`src/rtl/lse_pkg.sv`:
```
package lse_pkg;
   typedef enum logic {
      TMR_IDLE   = 1'b0,
      TMR_SETTLE = 1'b1
   } tmr_state_e;
endpackage

```
`src/rtl/lse_sense_merge.sv`:
```
module lse_sense_merge #(
   parameter int N_SENSE = 8
) (
   input  logic [N_SENSE-1:0] sense_i,
   output logic               hit_o
);
   generate
      if (N_SENSE < 1) begin : g_bad_width
         $error("lse_sense_merge: N_SENSE must be at least 1");
      end
      if (N_SENSE == 1) begin : g_single
         assign hit_o = sense_i[0];
      end else begin : g_tree
         assign hit_o = |sense_i;
      end
   endgenerate
endmodule

```
`src/rtl/lse_settle_timer.sv`:
```
module lse_settle_timer
   import lse_pkg::*;
#(
   parameter int SETTLE_W = 8
) (
   input  logic                clk,
   input  logic                rst_n,
   input  logic                clr_i,
   input  logic                stb_i,
   input  logic                arm_en_i,
   input  logic [SETTLE_W-1:0] delay_i,
   output logic                sample_o
);
   tmr_state_e          state_q;
   logic [SETTLE_W-1:0] cnt_q;

   generate
      if (SETTLE_W < 1) begin : g_bad_width
         $error("lse_settle_timer: SETTLE_W must be at least 1");
      end
   endgenerate

   assign sample_o = (state_q == TMR_SETTLE) && (cnt_q == '0);

   always_ff @(posedge clk or negedge rst_n) begin
      if (!rst_n) begin
         state_q <= TMR_IDLE;
         cnt_q   <= '0;
      end else if (clr_i) begin
         state_q <= TMR_IDLE;
         cnt_q   <= '0;
      end else begin
         case (state_q)
            TMR_IDLE: begin
               if (stb_i && arm_en_i) begin
                  state_q <= TMR_SETTLE;
                  cnt_q   <= delay_i;
               end
            end
            default: begin
               if (cnt_q == '0) state_q <= TMR_IDLE;
               else             cnt_q   <= cnt_q - 1'b1;
            end
         endcase
      end
   end


   one_sample_chk: assert property (@(posedge clk) disable iff (!rst_n)
      sample_o |=> !sample_o);


   settle_hold_chk: assert property (@(posedge clk) disable iff (!rst_n)
      (state_q == TMR_SETTLE && cnt_q != '0 && !clr_i)
      |=> (state_q == TMR_SETTLE && cnt_q == $past(cnt_q) - 1'b1));
endmodule

```
`src/rtl/lse_sig_counter.sv`:
```
module lse_sig_counter #(
   parameter int CNT_W = 8,
   parameter int VEC_W = 10
) (
   input  logic             clk,
   input  logic             rst_n,
   input  logic             clr_i,
   input  logic             sample_i,
   input  logic             hit_i,
   input  logic [CNT_W-1:0] thr_i,
   input  logic [VEC_W-1:0] total_i,
   output logic [CNT_W-1:0] sig_o,
   output logic             reject_o,
   output logic             done_o
);
   localparam logic [CNT_W-1:0] SIG_MAX = {CNT_W{1'b1}};

   logic [CNT_W-1:0] sig_q, sig_nxt;
   logic [VEC_W-1:0] vcnt_q, vcnt_nxt;
   logic             rej_q, done_q;

   generate
      if (CNT_W < 2) begin : g_bad_cnt
         $error("lse_sig_counter: CNT_W must be at least 2");
      end
      if (VEC_W < 1) begin : g_bad_vec
         $error("lse_sig_counter: VEC_W must be at least 1");
      end
   endgenerate

   always_comb begin
      sig_nxt  = (hit_i && sig_q != SIG_MAX) ? sig_q + 1'b1 : sig_q;
      vcnt_nxt = vcnt_q + 1'b1;
   end

   always_ff @(posedge clk or negedge rst_n) begin
      if (!rst_n) begin
         sig_q  <= '0;
         vcnt_q <= '0;
         rej_q  <= 1'b0;
         done_q <= 1'b0;
      end else if (clr_i) begin
         sig_q  <= '0;
         vcnt_q <= '0;
         rej_q  <= 1'b0;
         done_q <= 1'b0;
      end else if (sample_i && !done_q) begin
         sig_q  <= sig_nxt;
         vcnt_q <= vcnt_nxt;
         if (sig_nxt >= thr_i)    rej_q  <= 1'b1;
         if (vcnt_nxt == total_i) done_q <= 1'b1;
      end
   end

   assign sig_o    = sig_q;
   assign reject_o = rej_q;
   assign done_o   = done_q;


   unit_step_chk: assert property (@(posedge clk) disable iff (!rst_n)
      !clr_i |=> (sig_q == $past(sig_q) || sig_q == $past(sig_q) + 1'b1));


   no_wrap_chk: assert property (@(posedge clk) disable iff (!rst_n)
      (sig_q == SIG_MAX && !clr_i) |=> sig_q == SIG_MAX);


   reject_sticky_chk: assert property (@(posedge clk) disable iff (!rst_n)
      (rej_q && !clr_i) |=> rej_q);


   done_freeze_chk: assert property (@(posedge clk) disable iff (!rst_n)
      (done_q && !clr_i) |=> (done_q && $stable(sig_q) && $stable(rej_q)));


   clear_chk: assert property (@(posedge clk) disable iff (!rst_n)
      clr_i |=> (sig_q == '0 && !rej_q && !done_q));
endmodule

```
`src/rtl/leak_sig_extractor.sv`:
```
module leak_sig_extractor #(
   parameter int N_SENSE  = 8,
   parameter int CNT_W    = 8,
   parameter int SETTLE_W = 8,
   parameter int VEC_W    = 10
) (
   input  logic                clk,
   input  logic                rst_n,
   input  logic                run_clr,
   input  logic                vec_stb,
   input  logic [N_SENSE-1:0]  sense_i,
   input  logic [SETTLE_W-1:0] settle_cycles,
   input  logic [CNT_W-1:0]    sig_thresh,
   input  logic [VEC_W-1:0]    vec_total,
   output logic [CNT_W-1:0]    signature,
   output logic                run_done,
   output logic                reject
);
   logic hit;
   logic sample;

   lse_sense_merge #(.N_SENSE(N_SENSE)) u_merge (
      .sense_i (sense_i),
      .hit_o   (hit)
   );

   lse_settle_timer #(.SETTLE_W(SETTLE_W)) u_timer (
      .clk      (clk),
      .rst_n    (rst_n),
      .clr_i    (run_clr),
      .stb_i    (vec_stb),
      .arm_en_i (!run_done),
      .delay_i  (settle_cycles),
      .sample_o (sample)
   );

   lse_sig_counter #(.CNT_W(CNT_W), .VEC_W(VEC_W)) u_count (
      .clk      (clk),
      .rst_n    (rst_n),
      .clr_i    (run_clr),
      .sample_i (sample),
      .hit_i    (hit),
      .thr_i    (sig_thresh),
      .total_i  (vec_total),
      .sig_o    (signature),
      .reject_o (reject),
      .done_o   (run_done)
   );


   quiet_line_chk: assert property (@(posedge clk) disable iff (!rst_n)
      (sample && sense_i == '0 && !run_clr) |=> $stable(signature));
endmodule

```
`config.mk`:
```
export PLATFORM = sky130hd
export DESIGN_NAME = leak_sig_extractor
export DESIGN_NICKNAME = d
export VERILOG_FILES = /design/src/rtl/lse_pkg.sv /design/src/rtl/lse_sense_merge.sv /design/src/rtl/lse_settle_timer.sv /design/src/rtl/lse_sig_counter.sv /design/src/rtl/leak_sig_extractor.sv
export SDC_FILE = /design/constraint.sdc
export NUM_CORES = 1
export LEC_CHECK = 0
export BUFFER_PORTS_ARGS = -buffer_cell sky130_fd_sc_hd__buf_4
export CAP_MARGIN = 0
export CELL_PAD_IN_SITES_DETAIL_PLACEMENT = 0
export CELL_PAD_IN_SITES_GLOBAL_PLACEMENT = 1
export CORE_MARGIN = 3
export CORE_UTILIZATION = 43
export CTS_CLUSTER_SIZE = 14
export DETAILED_ROUTE_END_ITERATION = 10
export PLACE_DENSITY_LB_ADDON = 0.1
export SLEW_MARGIN = 20
export SYNTH_ARGS = -nofsm -noshare
export SYNTH_HDL_FRONTEND = slang
export SYNTH_SLANG_ARGS = --single-unit
```
`constraint.sdc`:
```
create_clock -name clk -period 4.46 [get_ports clk]
set_clock_uncertainty 0.05 [all_clocks]
set_input_delay 0.669 -clock clk [delete_from_list [all_inputs] [get_ports clk]]
set_output_delay 0.669 -clock clk [all_outputs]
set_load 0.005 [all_outputs]
```
Word-level counts from Yosys, hierarchy flattened
Cells that the tools add are included.
Widths: inputs -> output; s select.
Storage, ports and cells
  bits of input ports: 38
  register bits after elaboration: 29
  word-level logic and storage cells: 46
  output and inout bits: 10
Operators by class
  reductions and logical operators: 14
  order comparisons: 1
  equality and inequality tests: 3
  $add $sub $neg: 3
  muxes and demuxes: 19
Operators with widths (count)
  $mux 8: 7
  $mux 10: 2
  $add 10x1->10 const B: 1
  $eq 10x10->1: 1
  $mux 1: 10
  $add 8x1->8 const B: 1
  $ge 8x8->1: 1
  $logic_not 8->1: 1
  $ne 8x8->1 const B: 1
  $reduce_or 8->1: 1
  $sub 8x1->8 const B: 1
  $reduce_and 2->1: 3
  $reduce_bool 2->1: 3
  $logic_and 1x1->1: 4
  $ne 3x3->1 const B: 1
  $reduce_bool 3->1: 1
  $logic_not 1->1: 1

Logic depth before layout (Yosys ltp)
  depth after elaboration: 7
  mapped depth: 12
  gate-level depth less buffers: 12

Hierarchy
From an unflattened synthesis, not the netlist that was laid out.
Second synthesis, totals
  cell total of the unflattened synthesis: 254
  area total of the unflattened synthesis: 2198.4 µm²
By module, submodules not included
  lse_sig_counter: seq. area each 500.5 µm², instances 1, cells an instance 183, area each 1575.3 µm²
  lse_settle_timer: seq. area each 225.2 µm², instances 1, cells an instance 67, area each 603.1 µm²
  lse_sense_merge: seq. area each 0.0 µm², instances 1, cells an instance 3, area each 16.3 µm²
  leak_sig_extractor: seq. area each 0.0 µm², instances 1, cells an instance 1, area each 3.8 µm²

Least setup slack after synthesis
No wires, ideal clock.
  path type: register to register
  start: register u_count.sig_q[2] (netlist: u_count.sig_o[2])
  end: register u_count.rej_q (netlist: u_count.reject_o)
  stages on the path, launching flop included: 12
  setup slack: 1.990 ns
  data arrival time: 2.326 ns
  library setup time: 0.094 ns
  buffers on the path: 1
  data required time: 4.316 ns
  period minus slack after synthesis: 2.470 ns
  cell sequence: dfrtp_1 clkbuf_1 nand3_1 or3_1 nand2_1 mux2_2 ha_1 a21o_1 a21oi_1 o21ai_0 o2111ai_1 a211oi_1
On the way
  word-level cells in the longest chain between the ends: 6
  elaborated cells on any way between the ends: 7
  classes of those cells: add/sub (1); order compare (1); eq/ne (1); mux (1); reduce/logical (3)
RTL lines
  start, declared: line lse_sig_counter.sv:18  | logic [CNT_W-1:0] sig_q, sig_nxt;
  start signal, assigned: line lse_sig_counter.sv:48  | sig_q <= sig_nxt;
  branches (longest 2 deep; another with $add 8x1->8)
  $mux 8 *: line lse_sig_counter.sv:32  | sig_nxt = (hit_i && sig_q != SIG_MAX) ? sig_q + 1'b1 : sig_q;
  $ge 8x8->1 *: line lse_sig_counter.sv:50  | if (sig_nxt >= thr_i) rej_q <= 1'b1;
  $reduce_bool 2->1 (no line) *
  $reduce_and 2->1 (no line) *
  end signal, assigned: line lse_sig_counter.sv:40  | rej_q <= 1'b0;
  end signal, assigned: line lse_sig_counter.sv:45  | rej_q <= 1'b0;
  end signal, assigned: line lse_sig_counter.sv:50
  end, declared: line lse_sig_counter.sv:20  | logic rej_q, done_q;
Mark *: on every way between the ends.
A chain may end at the register's enable or synchronous reset.

Final worst setup path
  start: register u_count.sig_q[4] (netlist: u_count.sig_o[4])
  end: register u_count.rej_q (netlist: u_count.reject_o)
Same word-level chain as after synthesis.

==> flow_metrics.py <==
metrics = {
    "run_status": {
        "status": "finished, final reports clean",
    },
    "sta": {
        "max_clock_freq_ghz": 0.372,
        "setup_ws_ns": 1.77,
        "grt_setup_unrepaired": "no",
        "worstMarginPinSlew_ns": 0.728,
        "layout_worst_path_cycle_share": 0.602,
        "max-slew-margin-rel": 0.512,
        "timing.hold.ws_ns": 0.257,
        "setup_violators_final": 0,
        "slew_violations": 0,
        "timing.setup.tns_ns": 0,
        "crit_path_time_final_ns": 2.69,
        "timing_hold_violations_final": 0,
    },
    "clocking": {
        "htree_levels": 2,
        "post_cts_resize_count": 0,
        "cts_buffers": 5,
        "cts-hold-fix-buffers": 0,
        "cts_root_buffer": "clkbuf_8",
        "cts.reportedPaths.clkPinSlew_ns": 0.06,
        "cts_tree": "built",
        "cts_buffer_depth": 2,
        "worstSkewPairLatency_ns": 0.28,
        "clkSinkCount": 29,
        "postCtsSetupRepairBufs": 0,
    },
    "logic_synthesis": {
        "synth_top_area_share": 0.341,
        "synth_sequential_area_ratio": 0.341,
        "ys.flop_type": "dfrtp_1",
        "synth_edf_count": 0,
        "synthAdderAreaFrac": 0.0706,
        "synth.largest_area_cell": "dfrtp_1",
        "synth.ff_latch_count": 29,
        "avgSynthCellArea_um2": 8.61,
        "postSynthNetCount": 297,
        "synthTopCellsByArea": "dfrtp_1 34%, xnor2_1 7.4%, ha_1 7.1%",
        "synthArstFlopShare": 1.00,
        "syn-instance-count": 247,
        "synth-compound-area-share": 0.133,
        "post_synth_instance_area_um2": 2130,
        "yosys_warnings": 0,
        "synth_top_family_by_area": "simple AND/OR/NAND/NOR gates",
        "yosysUniqueCellTypes": 42,
        "synth_mux_area_frac": 0.0247,
        "synth-simple-area-share": 0.244,
        "synthXorXnorAreaFrac": 0.140,
    },
    "power_and_ir_drop": {
        "power.static_leakage_nw": 1.18,
        "vdd_drop_max_mv": 0.177,
        "p_per_area_nw_per_um2": 254,
        "totalPowerFinal_w": 0.000662,
    },
    "place": {
        "port_buffers": 47,
        "gp_routability_congestion": 0.812,
        "preCtsSetupSlack_ns": 1.68,
        "post-dp-hpwl_um": 3360,
    },
    "setup_path": {
        "crit_path_max_fo": 6,
        "crit_type": "reg -> reg",
        "worstRegToRegCells": 10,
        "timing.critical_path.required_ns": 4.60,
        "critical_path_arrival_ns": 2.83,
        "r2r_slack_ns": 1.77,
        "r2r_end": "u_count.reject_o",
        "worst_setup_path_start_kind": "flip-flop",
        "end_kind": "flip-flop",
        "path_delay_family": "simple AND/OR/NAND/NOR gates",
        "timing.critical_path.cells": "nand3_1 -> or3_1 -> nand2_1 -> mux2_2 -> ha_1 -> a21o_1 -> a21oi_1 -> o21ai_0 -> o2111ai_1 -> a211oi_1",
        "cp_peak_stage_delay_ns": 0.47,
        "timing.critical_path.buf_inv": 0,
        "regToRegStartpoint": "u_count.sig_o[4]",
        "critical_path.slowest_cell": "dfrtp_1",
    },
    "route": {
        "remaining_drc_errors": 0,
        "wire_per_inst_um": 13.1,
        "wirelength_um": 4660,
        "router_iterations_before_antenna_repair": 4,
        "drt.antenna.violating_nets": 0,
        "count_of_vias_placed_by_the_detailed_router": 1817,
        "initialDrtViolationCount": 59,
        "vias_per_cell": 5.09,
    },
    "global_route": {
        "grt_util_all_layers": 0.169,
        "maximum_number_of_pins_on_one_net_before_global_route_repair": 32,
        "grt_pass1_vias": 1724,
        "grt_antenna_before_repair": 0,
        "grt_first_pass_wirelength_um": 8090,
        "global_route.overflow_total": 0,
    },
    "die": {
        "row_count": 24,
        "die_h_um": 76.3,
        "fp.dieW_um": 76.3,
        "io-pin-count": 48,
        "floorplan.core_area_um2": 4560,
        "die_area_um2": 5820,
        "starting_density": 0.466,
    },
    "hold_path": {
        "min_path_type": "in -> async",
    },
    "layout": {
        "nets": 342,
        "drive_gt1_frac": 0.223,
        "multi_input_comb_area_um2": 1300,
        "area_growth_syn_to_layout_pct": 22.5,
        "sequential_cell_area_um2": 726,
        "antennaDiodeCount": 0,
        "nFillCells": 445,
    },
    "run": {
        "timing.max_cap.violations": 0,
    },
}
## cell usage after synthesis (all sizes together), types with 2 or more instances
| library cell | count |
|---|---|
| nand2b | 3 |
| a21oi | 11 |
| and2 | 2 |
| a22oi | 4 |
| ha | 12 |
| or4 | 2 |
| inv | 15 |
| nor2b | 3 |
| nor2 | 32 |
| a31oi | 2 |
| xor2 | 16 |
| dfrtp | 29 |
| o2111ai | 2 |
| clkbuf | 7 |
| nand2 | 19 |
| a211oi | 4 |
| mux2i | 3 |
| nand4 | 2 |
| nand3 | 9 |
| o21ai | 11 |
| xnor2 | 18 |
| nor4 | 5 |
| buf | 2 |
| o21a | 2 |
| nor3 | 11 |
| or3 | 6 |
| mux2 | 2 |
| a21o | 2 |
| o211ai | 3 |
## worst max path at each step
stage | slack, ns | endpoint | cells past startpoint | start
3_5_place_dp | 1.68 | u_count.reject_o | 11 | sense_i[5]
4_1_cts | 1.80 | u_count.reject_o | 10 | u_count.sig_o[4]
6_report | 1.77 | u_count.reject_o | 10 | u_count.sig_o[4]
2_1_floorplan | 1.99 | u_count.reject_o | 11 | u_count.sig_o[2]
3_3_place_gp | 1.74 | u_count.reject_o | 11 | sense_i[1]
5_1_grt | 1.63 | u_count.reject_o | 11 | u_count.sig_o[0]
## final cells by class
cell class / instances / share of cell area
inverter: 15 / 0.0216
multi-input combinational: 194 / 0.500
timing repair buffer: 47 / 0.136
sequential: 29 / 0.279
clock buffer: 7 / 0.0332
tap: 65 / 0.0312
## power by group
part	internal (W)	switching [W]
Combinational	0.0000742	0.0000727
Clock	0.000122	0.0000965
Sequential	0.000276	0.0000200
## routing by layer
| metal | share of wire | track usage | up-vias |
|---|---|---|---|
| met2 | 0.44 | 0.250 | 39 |
| met3 | 0.057 | 0.0615 | 6 |
| met4 | 0.010 | 0.0435 | 0 |
| li1 | - | - | 945 |
| met1 | 0.49 | 0.235 | 827 |
| met5 | 0 | 0 | - |
## metrics by stage
| step | area (um^2) | util | instances |
|---|---|---|---|
| 2_1_floorplan | 2130 | - | 247 |
| 3_3_place_gp | 2520 | 0.552 | 350 |
| 3_5_place_dp | 2520 | 0.552 | 350 |
| 4_1_cts | 2600 | 0.570 | 357 |
| 5_1_grt | 2600 | 0.570 | 357 |
| 6_report | 2600 | 0.570 | 357 |
## cell usage in the layout, fill, tap and decap left out, types with 3 or more instances in the layout
| cell | n |
|---|---|
| inv_1 | 15 |
| o211ai_1 | 3 |
| nor3_2 | 3 |
| a211oi_1 | 4 |
| clkbuf_8 | 6 |
| or3_1 | 6 |
| nor4_1 | 3 |
| buf_4 | 47 |
| nor2b_1 | 3 |
| nand2b_1 | 3 |
| o21ai_0 | 11 |
| xor2_1 | 16 |
| nor2_1 | 32 |
| a22oi_1 | 4 |
| xnor2_1 | 18 |
| dfrtp_1 | 29 |
| ha_1 | 12 |
| mux2i_1 | 3 |
| nand2_1 | 18 |
| nor3_1 | 8 |
| a21oi_1 | 11 |
| nand3_1 | 9 |
## sequential cells by signal, summed over array words and instances, names as in the netlist
register          cells
u_count.vcnt_q       10
u_count.done_o        1
u_count.reject_o      1
u_count.sig_o         8
u_timer.cnt_q         8
u_timer.state_q       1
## cells by family after synthesis
family | count (synthesis)
buffers and inverters | 24
AO/OA/AOI/OAI | 44
AND/OR/NAND/NOR | 99
XOR/XNOR | 34
flip-flops | 29
adder cells (fa/ha/maj) | 12
multiplexers | 5
Note: power is estimated with default switching activity, not from simulation.
